## src/rtl/fsr_pkg.sv

```systemverilog
// Package: shared decision codes and request indices for the frame
// skip/repeat controller. Assumes exactly two request kinds.
package fsr_pkg;
    localparam int NREQ    = 2;
    localparam int REQ_SKP = 0;
    localparam int REQ_RPT = 1;

    typedef enum logic [1:0] {
        ACT_NONE   = 2'b00,
        ACT_PLAY   = 2'b01,
        ACT_DROP   = 2'b10,
        ACT_REPLAY = 2'b11
    } act_e;
endpackage

```

## src/rtl/fsr_req_bank.sv

```systemverilog
// Module: bank of write-one-to-set, self-clearing request bits.
// Assumes clr comes from the scheduler; a host set in the same cycle
// as a clear wins, so the request stays pending.
module fsr_req_bank #(
    parameter int N = 2
) (
    input  logic         clk,
    input  logic         rst_n,
    input  logic         wr,
    input  logic [N-1:0] wdata,
    input  logic [N-1:0] clr,
    output logic [N-1:0] pend
);
    for (genvar i = 0; i < N; i++) begin : g_bit
        // Per-bit pending flag: set beats clear.
        always_ff @(posedge clk) begin
            if (!rst_n)
                pend[i] <= 1'b0;
            else if (wr && wdata[i])
                pend[i] <= 1'b1;
            else if (clr[i])
                pend[i] <= 1'b0;
        end

        p_set_wins_r10 : assert property (@(posedge clk) disable iff (!rst_n)
            (wr && wdata[i]) |=> pend[i]);
    end
endmodule

```

## src/rtl/fsr_sched.sv

```systemverilog
// Module: per-slot decision scheduler. A slot is open after reset and
// on the cycle after each frm_end. Assumes frm_end only arrives while a
// frame or replay is playing.
module fsr_sched
    import fsr_pkg::*;
(
    input  logic            clk,
    input  logic            rst_n,
    input  logic            skp,
    input  logic            rpt,
    input  logic            in_valid,
    input  logic            frm_end,
    output logic            in_ready,
    output logic            act_stb,
    output act_e            act_code,
    output logic [NREQ-1:0] clr,
    output logic            skip_done,
    output logic            rep_done
);
    logic open_q;
    logic have_q;
    logic replaying_q;
    logic rep_now;
    logic take;
    logic drop;
    logic both;

    // Slot decision terms, evaluated only while a slot is open.
    always_comb begin
        both      = skp && rpt;
        rep_now   = open_q && rpt && !skp && have_q;
        in_ready  = open_q && !rep_now;
        take      = in_ready && in_valid;
        drop      = take && skp && !rpt;
        act_stb   = rep_now || take;
        if (rep_now)
            act_code = ACT_REPLAY;
        else if (drop)
            act_code = ACT_DROP;
        else if (take)
            act_code = ACT_PLAY;
        else
            act_code = ACT_NONE;
        clr[REQ_SKP] = drop || (take && both);
        clr[REQ_RPT] = rep_now || (take && both);
        skip_done    = drop;
        rep_done     = frm_end && replaying_q;
    end

    // Slot state: open/playing, frame-seen flag, replay-in-progress flag.
    always_ff @(posedge clk) begin
        if (!rst_n) begin
            open_q      <= 1'b1;
            have_q      <= 1'b0;
            replaying_q <= 1'b0;
        end else if (rep_now) begin
            open_q      <= 1'b0;
            replaying_q <= 1'b1;
        end else if (take && !drop) begin
            open_q <= 1'b0;
            have_q <= 1'b1;
        end else if (frm_end && !open_q) begin
            open_q      <= 1'b1;
            replaying_q <= 1'b0;
        end
    end

    p_end_while_playing_r3 : assert property (@(posedge clk) disable iff (!rst_n)
        frm_end |-> !open_q);
    p_play_closes_r3 : assert property (@(posedge clk) disable iff (!rst_n)
        (act_stb && act_code == ACT_PLAY) |=> !in_ready);
    p_replay_holds_r6 : assert property (@(posedge clk) disable iff (!rst_n)
        (act_stb && act_code == ACT_REPLAY) |=> !in_ready);
    p_single_done_r6 : assert property (@(posedge clk) disable iff (!rst_n)
        $onehot0({skip_done, rep_done}));
endmodule

```

## src/rtl/frame_sync_ctrl.sv

```systemverilog
// Module: top of the audio frame skip/repeat controller. Joins the host
// request bank and the slot scheduler. Assumes the host write port and
// the frame handshakes are synchronous to clk.
module frame_sync_ctrl
    import fsr_pkg::*;
(
    input  logic       clk,
    input  logic       rst_n,
    input  logic       host_wr,
    input  logic [1:0] host_wdata,
    output logic [1:0] host_rdata,
    input  logic       in_valid,
    output logic       in_ready,
    input  logic       frm_end,
    output logic       act_stb,
    output logic [1:0] act_code,
    output logic       skip_done,
    output logic       rep_done
);
    logic [NREQ-1:0] pend;
    logic [NREQ-1:0] clr;
    act_e            code;

    fsr_req_bank #(.N(NREQ)) u_req (
        .clk   (clk),
        .rst_n (rst_n),
        .wr    (host_wr),
        .wdata (host_wdata),
        .clr   (clr),
        .pend  (pend)
    );

    fsr_sched u_sched (
        .clk       (clk),
        .rst_n     (rst_n),
        .skp       (pend[REQ_SKP]),
        .rpt       (pend[REQ_RPT]),
        .in_valid  (in_valid),
        .frm_end   (frm_end),
        .in_ready  (in_ready),
        .act_stb   (act_stb),
        .act_code  (code),
        .clr       (clr),
        .skip_done (skip_done),
        .rep_done  (rep_done)
    );

    // Expose pending state and decision code.
    always_comb begin
        host_rdata = pend;
        act_code   = code;
    end

    p_skip_clears_r4 : assert property (@(posedge clk) disable iff (!rst_n)
        (skip_done && !(host_wr && host_wdata[REQ_SKP])) |=> !host_rdata[REQ_SKP]);
    p_repeat_clears_r5 : assert property (@(posedge clk) disable iff (!rst_n)
        (act_stb && act_code == 2'b11 && !(host_wr && host_wdata[REQ_RPT]))
            |=> !host_rdata[REQ_RPT]);
endmodule

```

## config.mk

```make
export PLATFORM = sky130hd
export DESIGN_NAME = frame_sync_ctrl
export DESIGN_NICKNAME = d
export VERILOG_FILES = /design/src/rtl/fsr_pkg.sv /design/src/rtl/fsr_req_bank.sv /design/src/rtl/fsr_sched.sv /design/src/rtl/frame_sync_ctrl.sv
export SDC_FILE = /design/constraint.sdc
export NUM_CORES = 1
export LEC_CHECK = 0
export BUFFER_PORTS_ARGS = -buffer_cell sky130_fd_sc_hd__buf_2
export CAP_MARGIN = 20
export CORE_AREA = 4 4 41 43
export DETAILED_ROUTE_END_ITERATION = 16
export DIE_AREA = 0 0 45 47
export HOLD_SLACK_MARGIN = 0.06
export RECOVER_POWER = 100
export SLEW_MARGIN = 20
export SYNTH_ARGS = -nofsm -noshare
export SYNTH_HDL_FRONTEND = slang
export SYNTH_SLANG_ARGS = --single-unit
```

## constraint.sdc

```tcl
create_clock -name clk -period 1.1 [get_ports clk]
set_input_delay 0.165 -clock clk [delete_from_list [all_inputs] [get_ports clk]]
set_output_delay 0.165 -clock clk [all_outputs]
set_load 0.02 [all_outputs]
```

==> results.cfg <==
[clocking]
cts.hold.buffers_added = 0
cts_buffers = 3
clk_latency_ns = 0.25
path_clk_slew_ns = 0.05
cts_tree = done
cts_root_buf = clkbuf_4
cts_max_path_buffers = 2
cts-htree-levels = 1
clock-sinks = 5

[finish]
antennaDiodeCount = 0
utilization_pct = 36.1
final_common_cell = buf_4
layout.nets = 65
fillers = 141
drive_above_1_share_pct = 56.1
layout_common_cells = 11 x buf_4, 8 x buf_2, 4 x nand2_1, 4 x nor2_1
area_growth_pct = 76.9
fin_area_um2 = 469

[sta]
setup_viol = 7
period_share_pct = 121
drv_slew = 0
fmax_ghz = 0.750
relSlewSlack_pct = 88.2
hold_viol_final = 0
finalCriticalPeriod_ns = 1.33
postLayoutSetupSlackWorst_ns = -0.234
rsz0062_at_grt = yes
fin_worst_skew_ns = 0.00319
worst_pin_slew_ns = 0.177

[setup_path]
crit_buf_inv = 1
critPathCaptureType = output port
crit_fanout = 4
r2r_start = u_req.pend[1]$_SDFFE_PN0P_
critPathLaunch = u_req.pend[0]$_SDFFE_PN0P_
cpMaxStageDelayCell = dfxtp_4
critPathCapture = act_code[0]
path_class = reg2out
rr_endpoint = u_sched.open_q$_SDFFE_PN1P_
required_ns = 0.94
cp_cell_sequence = and3b_2, a21oi_2, nor2_1, buf_4
path_depth = 4
reg2reg_depth = 5
r2r_slack_ns = -0.04
worst_path_largest_cell_delay_ns = 0.34
crit_arrival_ns = 1.17
critPathLaunchType = flop
critical_path.top_delay_family = flip-flops

[logic_synthesis]
yosys.cell_types.count = 17
synth_warnings = 0
yosys.area.top_type_share_pct = 37.7
synth_area_leaders = dfxtp_1 38%, nand2_1 7.1%, nor2_1 7.1%
synth_area_um2 = 265
ys_seq_area_share_pct = 37.7
syn_nets = 40
avgSynthCellArea_um2 = 8.04
synth_top_cell_by_area = dfxtp_1
syn-instance-count = 33
synth-seq-cells = 5

[die]
coreArea_mm2 = 0.00130
start_util_pct = 20.4
ios = 15
die_height_um = 47
dieArea_mm2 = 0.00212
row_count = 13
die_x_um = 45

[drt]
dr.pass1.iters = 4
wl_per_cell_um = 12.2
drc_errors = 0
wirelength_um = 879
avgViaCountPerCell = 4.35
drt_iter0_drc = 11
num_vias = 313
ant_nets = 0

[power]
powerDensity_mw_per_mm2 = 1280
leakage_nw = 0.231
ir_drop_mv = 0.414
finalPower_mw = 0.603

[job]
maxCapViolations = 0

[outcome]
outcome = finished with violations
violations = negative setup slack

[global_routing]
grt_overflow = 0
grt_pass1_wl_mm = 1.13
grt_pass1_vias = 281
antenna_found_initial = 0
grt_max_degree = 7
grt_usage_pct = 8.06

[min_path]
hold_start = host_wdata[1]
hp-class = in2reg

[placement]
dp_worst_setup_slack_ns = -0.00242
place_congestion = 0.754
io_buffer_count = 14
place_area_um2 = 362
[sequential cells by signal (all words and copies together), names as in the netlist]
signal	cells
u_sched.have_q	1
u_req.pend	2
u_sched.replaying_q	1
u_sched.open_q	1
[kinds of logic (layout without fill, tap and decap cells)]
family	count (synthesis)	after routing	share of synthesized area (%)
DFF	5	5	37.7
AOI/OAI and AO/OA	8	8	20.8
and+or+nand+nor	16	16	30.7
muxes	1	1	3.77
buffers and inverters	3	27	7.07
[area by class of cell]
type | count | area (um^2) | area share [%]
clock buffer | 4 | 26.3 | 5.60
multi-input combinational | 25 | 156 | 33.3
timing repair buffer | 22 | 156 | 33.3
tap | 15 | 18.8 | 4.00
sequential | 5 | 108 | 22.9
inverter | 1 | 3.75 | 0.800
[worst min-delay path: stages]
cell,delay (ns)
buf_2,0.10
nand2_1,0.04
a21boi_0,0.06
[worst min-delay path by stage]
stage                             endpoint  slack (ns)  cells past startpoint
5_1_grt         u_req.pend[1]$_SDFFE_PN0P_        0.19                      3
3_3_place_gp    u_req.pend[1]$_SDFFE_PN0P_        0.44                      3
4_1_cts         u_req.pend[1]$_SDFFE_PN0P_        0.17                      3
6_report        u_req.pend[1]$_SDFFE_PN0P_        0.17                      3
2_1_floorplan  u_sched.have_q$_SDFFE_PN0P_        0.29                      1
3_5_place_dp    u_req.pend[1]$_SDFFE_PN0P_        0.43                      3
[per-stage QoR]
step | TNS, ns | hold slack, ns | instances
after floorplan | 0 | 0.293 | 33
after global placement | 0 | 0.435 | 63
after detailed placement | -0.00242 | 0.432 | 63
after CTS | -0.931 | 0.172 | 68
after global routing | -1.18 | 0.195 | 72
final | -0.936 | 0.171 | 72
[cell usage after synthesis, drive strengths merged]
library cell and instances:
nand2b 2, a21oi 1, a31oi 1, o21ai 2, mux2i 1, nor2b 2
and2 1, a21o 1, dfxtp 5, a22oi 1, and3b 1, inv 1
nand2 5, nor2 5, a21boi 2, buf 2
[report_power, final]
part	switching [mW]	total (mW)	leakage [nW]	internal (mW)
clock network	0.0917	0.230	0.0150	0.138
logic	0.0807	0.166	0.174	0.0855
registers	0.0126	0.207	0.0421	0.194
total	0.185	0.603	0.231	0.418
[per-layer routing]
layer  track usage (%)  share of wire (%)
met5                 0                  0
met1              8.88                 40
met2              11.6                 51
met4              10.5                1.9
met3              1.53                6.8
[timing repair]
action / in CTS / in global routing
setup endpoints to repair: 5 / 5
setup buffers: 1 / 4
gates resized for setup: 7 / 10
pin swaps: 0 / 2
Power figures use the tool's default switching activity.
